--- src/rtl/joiner_pkg.sv ---
package joiner_pkg;
  localparam int LANE_COUNT = 4;

  // Strobes from the join control to the datapath.
  typedef struct packed {
    logic [LANE_COUNT-1:0] pop;  // release tail beat of each lane
    logic                  wrEn; // complete word goes to the buffer
  } joinStrobes_t;
endpackage

--- src/rtl/joiner_skid_stage.sv ---
module joiner_skid_stage #(
  parameter int DATA_W = 16
) (
  input  logic              clk,
  input  logic              rst,
  input  logic              inValid,
  input  logic [DATA_W-1:0] inData,
  output logic              inReady,
  output logic              outValid,
  output logic [DATA_W-1:0] outData,
  input  logic              outReady
);
  typedef enum logic [1:0] {EMPTY = 2'd0, ONE = 2'd1, TWO = 2'd2} fill_t;

  fill_t             fillQ;
  logic [DATA_W-1:0] headQ;
  logic [DATA_W-1:0] spareQ;
  logic              push;
  logic              pop;

  // Both handshake outputs come from registers only.
  assign inReady  = (fillQ != TWO);
  assign outValid = (fillQ != EMPTY);
  assign outData  = headQ;
  assign push     = inValid && inReady;
  assign pop      = outValid && outReady;

  always_ff @(posedge clk) begin
    if (rst) begin
      fillQ <= EMPTY;
    end else begin
      unique case (fillQ)
        EMPTY:   if (push) fillQ <= ONE;
        ONE:     if (push && !pop) fillQ <= TWO;
                 else if (!push && pop) fillQ <= EMPTY;
        TWO:     if (pop) fillQ <= ONE;
        default: fillQ <= EMPTY;
      endcase
    end
  end

  always_ff @(posedge clk) begin
    unique case (fillQ)
      EMPTY:   if (push) headQ <= inData;
      ONE: begin
        if (push && pop) headQ <= inData;
        else if (push) spareQ <= inData;
      end
      TWO:     if (pop) headQ <= spareQ;
      default: headQ <= headQ;
    endcase
  end
endmodule

--- src/rtl/joiner_datapath.sv ---
module joiner_datapath
  import joiner_pkg::*;
#(
  parameter int DATA_W      = 16,
  parameter int SLICE_DEPTH = 4
) (
  input  logic                         clk,
  input  logic                         rst,
  input  logic [LANE_COUNT-1:0]        laneValid,
  input  logic [LANE_COUNT*DATA_W-1:0] laneData,
  output logic [LANE_COUNT-1:0]        laneReady,
  output logic [LANE_COUNT-1:0]        tailValid,
  input  joinStrobes_t                 strobes,
  output logic                         wrEn,
  output logic [LANE_COUNT*DATA_W-1:0] wrData
);
  localparam int NODES = SLICE_DEPTH + 1;

  for (genvar lane = 0; lane < LANE_COUNT; lane++) begin : g_lane
    logic [NODES-1:0]             vld;
    logic [NODES-1:0]             rdy;
    logic [NODES-1:0][DATA_W-1:0] dat;

    assign vld[0]          = laneValid[lane];
    assign dat[0]          = laneData[lane*DATA_W +: DATA_W];
    assign laneReady[lane] = rdy[0];

    for (genvar s = 0; s < SLICE_DEPTH; s++) begin : g_stage
      joiner_skid_stage #(.DATA_W(DATA_W)) u_stage (
        .clk      (clk),
        .rst      (rst),
        .inValid  (vld[s]),
        .inData   (dat[s]),
        .inReady  (rdy[s]),
        .outValid (vld[s+1]),
        .outData  (dat[s+1]),
        .outReady (rdy[s+1])
      );
    end

    // The tail only advances when the control releases the whole group.
    assign rdy[SLICE_DEPTH]              = strobes.pop[lane];
    assign tailValid[lane]               = vld[SLICE_DEPTH];
    assign wrData[lane*DATA_W +: DATA_W] = dat[SLICE_DEPTH];
  end

  assign wrEn = strobes.wrEn;
endmodule

--- src/rtl/joiner_control.sv ---
module joiner_control
  import joiner_pkg::*;
(
  input  logic [LANE_COUNT-1:0] tailValid,
  input  logic                  dsReady,
  output joinStrobes_t          strobes
);
  logic groupValid;
  logic fire;

  assign groupValid = &tailValid;
  assign fire       = groupValid && dsReady;

  always_comb begin
    strobes      = '0;
    strobes.wrEn = fire;
    // Every lane gets the same gated ready: no lane may pop alone.
    strobes.pop  = {LANE_COUNT{fire}};
  end
endmodule

--- src/rtl/lockstep_joiner.sv ---
module lockstep_joiner
  import joiner_pkg::*;
#(
  parameter int DATA_W      = 16,
  parameter int SLICE_DEPTH = 4
) (
  input  logic                         clk,
  input  logic                         rst,
  input  logic [LANE_COUNT-1:0]        laneValid,
  input  logic [LANE_COUNT*DATA_W-1:0] laneData,
  output logic [LANE_COUNT-1:0]        laneReady,
  input  logic                         dsReady,
  output logic                         wrEn,
  output logic [LANE_COUNT*DATA_W-1:0] wrData
);
  joinStrobes_t          strobes;
  logic [LANE_COUNT-1:0] tailValid;

  joiner_control u_ctrl (
    .tailValid (tailValid),
    .dsReady   (dsReady),
    .strobes   (strobes)
  );

  joiner_datapath #(.DATA_W(DATA_W), .SLICE_DEPTH(SLICE_DEPTH)) u_dp (
    .clk       (clk),
    .rst       (rst),
    .laneValid (laneValid),
    .laneData  (laneData),
    .laneReady (laneReady),
    .tailValid (tailValid),
    .strobes   (strobes),
    .wrEn      (wrEn),
    .wrData    (wrData)
  );
endmodule

--- config.mk ---
export PLATFORM = sky130hd
export DESIGN_NAME = lockstep_joiner
export DESIGN_NICKNAME = d
export VERILOG_FILES = /design/src/rtl/joiner_pkg.sv /design/src/rtl/joiner_skid_stage.sv /design/src/rtl/joiner_datapath.sv /design/src/rtl/joiner_control.sv /design/src/rtl/lockstep_joiner.sv
export SDC_FILE = /design/constraint.sdc
export NUM_CORES = 1
export LEC_CHECK = 0
export BUFFER_PORTS_ARGS = -buffer_cell sky130_fd_sc_hd__buf_2
export CORE_ASPECT_RATIO = 0.6
export CORE_MARGIN = 2
export CORE_UTILIZATION = 43
export CTS_CLUSTER_DIAMETER = 50
export DETAILED_ROUTE_END_ITERATION = 10
export SYNTH_ARGS = -nofsm -noshare
export SYNTH_HDL_FRONTEND = slang
export SYNTH_HIERARCHICAL = 1
export SYNTH_SLANG_ARGS = --single-unit
--- constraint.sdc ---
create_clock -name clk -period 3.1 [get_ports clk]
set_clock_uncertainty 0.15 [all_clocks]
set_input_delay 0.31 -clock clk [delete_from_list [all_inputs] [get_ports clk]]
set_output_delay 0.31 -clock clk [all_outputs]
set_load 0.01 [all_outputs]
==> results of run 1 <==
-- tightest hold or removal path, cell delays in order --
cell and delay [ns]:
buf_2 0.12, mux2i_1 0.18, o31ai_1 0.10
-- what timing repair did --
action                     4_1_cts  5_1_grt
hold buffers                    67        0
setup buffers                    0        0
setup endpoints to repair        0        0
gates resized for setup          0        0
hold endpoints to repair       131        0
-- per-stage QoR --
step / setup WS, ns / total power, mW / std cells / util [%] / area [µm²]
final: 0.520 / 17.0 / 2068 / 50.3 / 25500
after global placement: 0.639 / 10.9 / 1908 / 45.7 / 23200
after floorplan: 0.193 / 10.4 / 1089 / - / 22000
after global routing: 0.323 / 17.7 / 2068 / 50.3 / 25500
after detailed placement: 0.509 / 10.9 / 1908 / 45.7 / 23200
after CTS: 0.489 / 17.3 / 2068 / 50.3 / 25500
-- cell usage in the layout (no fill, tap or decap), types with 17 or more instances in the layout --
master / synthesis / final
clkbuf_16: 0 / 53
nand2_1: 17 / 17
mux2_4: 128 / 128
or4bb_1: 32 / 32
dlygate4sd3_1: 0 / 67
edfxtp_1: 512 / 512
buf_4: 14 / 33
dfxtp_1: 32 / 32
mux2_2: 128 / 128
buf_2: 0 / 139
-- flip-flops by register name (all words and copies together), names as in the netlist --
signal,count
u_dp/g_lane.g_stage.u_stage/spareQ,256
u_dp/g_lane.g_stage.u_stage/outData,256
u_dp/g_lane.g_stage.u_stage/fillQ,32
-- cell type report --
cell class              instances  share of cell area, %
repair buffers                239                   6.32
multi-input cells             483                   20.8
clock inverters                29                   1.19
flip-flops and latches        544                   62.7
inverters                      16                  0.235
well taps                     693                   3.39
clock buffers                  64                   5.35
-- cells by family after synthesis --
| kind of cell | count (synthesis) |
|---|---|
| multiplexers | 272 |
| adder cells (fa/ha/maj) | 16 |
| flip-flops | 544 |
| buffers and inverters | 62 |
| AND/OR/NAND/NOR | 147 |
| AO/OA/AOI/OAI | 48 |
-- per-layer routing --
metal	global-route usage (%)	up-vias	part of all wire [%]
li1	-	4787	-
met1	18.0	4612	52
met2	17.5	137	43
met3	2.42	61	3.8
met4	3.62	0	2.0
met5	0	-	0
-- worst paths after layout --
kind                                                     start                                           to  slack [ns]  depth (start not counted)
setup / recovery    u_dp/g_lane[2].g_stage[3].u_stage/fillQ[0]   u_dp/g_lane[0].g_stage[3].u_stage/fillQ[1]        0.52                          8
hold / removal                                    laneValid[0]   u_dp/g_lane[0].g_stage[0].u_stage/fillQ[0]        0.07                          3
setup reg to reg    u_dp/g_lane[2].g_stage[3].u_stage/fillQ[0]   u_dp/g_lane[0].g_stage[3].u_stage/fillQ[1]        0.52                          8
hold reg to reg   u_dp/g_lane[1].g_stage[2].u_stage/outData[5]  u_dp/g_lane[1].g_stage[3].u_stage/spareQ[5]        0.30                          0
-- power by group through the flow --
stage	Sequential [mW]	Clock (mW)	Combinational, mW
CTS	9.30	6.40	1.56
detailed placement	9.46	0	1.48
global route	9.37	6.68	1.69
finish	9.28	6.16	1.53
floorplan	9.40	0	0.989
global placement	9.42	0	1.46
==> metrics.md, run 1 <==
| Metric | Value |
|---|---|
| Post-DRT Antenna Nets | 0 |
| Area of the multi-input gates | about 0.0053 mm² |
| Inserted Clock Buffers | 51 |
| Seq/Total Area, Yosys | between 70 and 80% |
| Area delta synth->final | 16.1% |
| Hold_ws | approximately 0.070 ns |
| Mapped cell area | 0.0220 mm² |
| CTS tree | built |
| Gpl congestion | 0.677 |
| Net switching power | 3.63 mW |
| Vias per inst | 4.64 |
| Clk pwr share | 36.3% |
| First-pass GRT wire length | 51000 µm |
| PD cells | between 600 and 700 mW/mm² |
| Routed len/inst | between 15 and 20 µm |
| Most common cell in the netlist | edfxtp_1 |
| Yosys top cell area share | 69.9% |
| Core Footprint | between 0.05 and 0.06 mm² |
| Outcome | complete, no violations |
| Post-synthesis xor/xnor area fraction | 0% |
| RSZ-0062 raised after global routing | false |
| Initial antenna violation count | 1 |
| Achievable Freq | ~390 MHz |
| Post-synthesis cell count | 1089 |
| Final net count | 1422 |
| Most frequent CP cell | nand2_1 |
| Worst Hold Class | primary input to flop |
| Die area | approximately 0.053 mm² |
| Post-synthesis mux area share | 16.0% |
| Worst skew pair latency | roughly 0.56 ns |
| Predominant post-synthesis flop cell | edfxtp_1 |
| Largest family of logic cells by synthesized area | multiplexers |
| Sink Count | ~540 |
| Synth Area in Compound Gates | 1.27% |
| Largest net degree at the start of global routing | 49 |
| Total wire length | 31700 µm |
| Chip height | 179 µm |
| Share of cells above drive strength 1 | 41.3% |
| Leading area contributor after synthesis | edfxtp_1 |
| # diodes | 0 |
| Fin. Hold Viols | 0 |
| CP Launch Type | flop |
| Slowest cell delay on critical path | 0.48 ns |
| Fillcell total | 4140 |
| Overall Global Routing Usage | 12.0% |
| CTS Root Cell | clkbuf_16 |
| Synth Area in Adders | less than 1% |
| Syn_area_per_cell | 20.2 µm² |
| Sequential power share | 54.7% |
| Max-slew headroom | 37.4% |
| I/O pins | between 100 and 150 |
| Synth top area cells | edfxtp_1 (70%), mux2_4 (8.7%), mux2_2 (6.6%), dfxtp_1 (2.9%), or4bb_1 (1.6%) |
| Fin. max-slew vios | 0 |
| CTS max path bufs | 3 |
| Maximum vdd ir drop | 373 µV |
| Starting DRT DRC Count | 465 |
| DP Wirelength | 20600 µm |
| CP max stage cell | dfxtp_1 |
| Synth Warn # | 6 |
| Drt drc | 0 |
| Synth unique cells | 23 |
| Crit-path max FO | 12 |
| IO Port Bufs | 139 |
| Synthesized flop and latch total | between 500 and 600 |
| Crit Path Category | flop to flop |
| Actual slew at the worst max-slew pin | approximately 0.94 ns |
| Critical path arrival | 2.90 ns |
| Die width | 296 µm |
| Post-synth top cells | edfxtp_1 (512), mux2_2 (128), mux2_4 (128) |
| Via Count | around 9600 |
| Htree depth | 2 |
| Post-route setup TNS | 0 ns |
| Tmin final | around 2.6 ns |
| Leak pwr | 8.79 nW |
| Vias in the first global route | 9669 |
| Rows | 64 |
| Drt pass-1 iters | 4 |
| Post-synthesis simple-gate area fraction | between 5 and 6% |
| Power share of the combinational group | 9.0% |
| Crit-path cells | or2_2 -> nand2_1 -> nor2_2 -> buf_4 -> nand2_1 -> ha_1 -> or4bb_1 -> a21oi_1 |
| Int Power | 13.3 mW |
| FF+latch area | ~0.016 mm² |
| Final setup fails | 0 |
| Initial core utilization | ~43% |
| Number of synthesized flops with an enable pin | approximately 500 |
| Sw frac | 21.4% |
| Tcrit/Tclk final | 83.2% |
| CTS clk-pin slew, worst paths | 0.06 ns |
| CP delay by family, top | simple AND/OR/NAND/NOR gates |
| CP endpoint kind | flop |
| GRT overflow | 0 |
| Critical path buffer and inverter count | 1 |
| FFs w/ async S/R, synth | 0% |
| Max-cap viol count | 0 |
| Syn_nets | approximately 1200 |
| CP Data Required Time | 3.42 ns |
Note: power is estimated with default switching activity, not from simulation.
==> run 2: changes to the inputs <==
==> constraint.sdc (replaced) <==
create_clock -name clk -period 2.37 [get_ports clk]
set_clock_uncertainty 0.15 [all_clocks]
set_input_delay 0.237 -clock clk [delete_from_list [all_inputs] [get_ports clk]]
set_output_delay 0.237 -clock clk [all_outputs]
set_load 0.01 [all_outputs]
==> run 2 against run 1 <==
Net effect: global-route usage rose by 0.38 points; sequential power up 30%; clock power increased by 24%; non-clock buffer count grew 12; hold slack worse by 0.050 ns; cell count increased by 0.48%; critical path type unchanged; critical endpoint is now u_dp/g_lane[0].g_stage[2].u_stage/fillQ[1]; highest routed layer unchanged.
==> metrics.md, run 2 (synthesis results as in run 1) <==
| Metric | Value |
|---|---|
| Max-slew headroom | 44.8% |
| Actual slew at the worst max-slew pin | around 0.83 ns |
| GRT overflow | 0 |
| Critical path arrival | between 2 and 3 ns |
| First-pass GRT wire length | ~53000 µm |
| Fin. Hold Viols | 0 |
| Final net count | 1435 |
| Max-cap viol count | 0 |
| CP Launch Type | flop |
| PD cells | 853 mW/mm² |
| Initial core utilization | 43.3% |
| CP Data Required Time | 2.70 ns |
| Inserted Clock Buffers | 52 |
| Initial antenna violation count | 0 |
| Via Count | 9665 |
| Crit Path Category | flop to flop |
| Hold_ws | 0.0200 ns |
| Vias per inst | between 4 and 5 |
| Area of the multi-input gates | between 0.005 and 0.006 mm² |
| Non-Filler Instances | 2078 |
| Starting DRT DRC Count | 439 |
| CTS clk-pin slew, worst paths | about 0.060 ns |
| CTS max path bufs | 3 |
| CTS tree | built |
| CP endpoint kind | flop |
| Commonest non-fill, non-tap cell in the layout | edfxtp_1 |
| CTS Root Cell | clkbuf_16 |
| Final setup fails | 0 |
| Worst Hold Class | primary input to flop |
| Drt drc | 0 |
| Tcrit/Tclk final | 91.8% |
| Dpl cells | 1919 |
| Leak pwr | 8.81 nW |
| Area delta synth->final | 16.2% |
| Die area | 0.0530 mm² |
| Fillcell total | between 4000 and 5000 |
| Routed len/inst | 15.6 µm |
| # diodes | 0 |
| Chip height | 179 µm |
| Share of cells above drive strength 1 | 41.6% |
| Htree depth | 2 |
| Placement Setup Slack | 0.0725 ns |
| Tmin final | 2.18 ns |
| Drt pass-1 iters | 4 |
| DP Wirelength | 21000 µm |
| Fin. max-slew vios | 0 |
| Gpl congestion | 0.678 |
| Largest net degree at the start of global routing | 26 |
| I/O pins | 140 |
| Most frequent cells in the layout | edfxtp_1 (512), buf_2 (139), mux2_4 (128), mux2_2 (128), dlygate4sd3_1 (68) |
| Vias in the first global route | between 9000 and 10000 |
| Die width | just under 300 µm |
| FF+latch area | roughly 0.016 mm² |
| IO Port Bufs | 139 |
| Total wire length | 32400 µm |
| Overall Global Routing Usage | 12.3% |
| Rows | 64 |
| RSZ-0062 raised after global routing | false |
| Post-DRT Antenna Nets | 0 |
| Achievable Freq | around 460 MHz |
| Worst skew pair latency | 0.55 ns |
| Number of setup buffers added after CTS | 0 |
| Maximum vdd ir drop | 429 µV |
| Sink Count | 544 |
| Outcome | complete, no violations |
| Worst Setup Slack, final | between 0.15 and 0.2 ns |
| Crit-path max FO | 17 |
| Core Footprint | 0.0508 mm² |
run 2: cell types whose count changed in the layout (fill, tap and decap cells not counted):
cell / change
buf_4: +8
clkinv_1: +7
bufinv_16: -4
clkinv_2: -4
inv_6: +4
o21ai_1: -4
o21ai_2: +4
buf_12: +3
clkbuf_1: -2
inv_8: -2
clkinv_8: -1
dlygate4sd3_1: +1
run 2: worst max-delay path: stages, from the launching register on:
cell and delay (ns):
dfxtp_1 0.44, nor2b_4 0.19, buf_4 0.28, nor2b_1 0.09
ha_1 0.31, or4bb_1 0.48, a21oi_1 0.17
run 2: stage by stage:
| step | TNS [ns] | area, µm² | power, mW | utilization [%] |
|---|---|---|---|---|
| finish | 0 | 25600 | 21.8 | 50.4 |
| global route | 0 | 25600 | 22.8 | 50.4 |
| CTS | 0 | 25600 | 22.1 | 50.3 |
| detailed placement | 0 | 23300 | 14.3 | 46.0 |
| global placement | 0 | 23300 | 14.3 | 46.0 |
| floorplan | -6.42 | 22000 | 13.6 | - |
run 2: final timing paths:
path	startpoint	to	slack [ns]	cells after the start
max	u_dp/g_lane[0].g_stage[2].u_stage/fillQ[1]	u_dp/g_lane[0].g_stage[2].u_stage/fillQ[1]	0.19	6
min	rst	u_dp/g_lane[0].g_stage[0].u_stage/fillQ[1]	0.02	2
max reg2reg	u_dp/g_lane[0].g_stage[2].u_stage/fillQ[1]	u_dp/g_lane[0].g_stage[2].u_stage/fillQ[1]	0.19	6
min reg2reg	u_dp/g_lane[2].g_stage[1].u_stage/outData[3]	u_dp/g_lane[2].g_stage[2].u_stage/spareQ[3]	0.30	0
run 2: layer usage:
layer	routed length [µm]	GRT usage (%)
met5	0	0
met1	16900	18.8
met4	624	3.11
met2	13600	18.0
met3	1300	2.65
run 2: cell type report:
class | instances | area share, %
clock buffer | 62 | 5.32
clock inverter | 29 | 0.734
inverter | 16 | 0.235
multi-input combinational | 483 | 20.9
sequential | 544 | 62.6
tap | 693 | 3.39
timing repair buffer | 251 | 6.82
run 2: power by group:
| part | internal [mW] | leakage, nW | switching (mW) |
|---|---|---|---|
| Combinational | 1.09 | 3.04 | 0.975 |
| Sequential | 11.7 | 5.01 | 0.399 |
| Clock | 4.20 | 0.753 | 3.41 |
| Total | 17.0 | 8.81 | 4.78 |
run 2: timing repair:
item,4_1_cts,5_1_grt
endpoints found under the hold margin,132,0
resized for setup,0,3
setup endpoints to repair,0,48
hold buffers,68,0
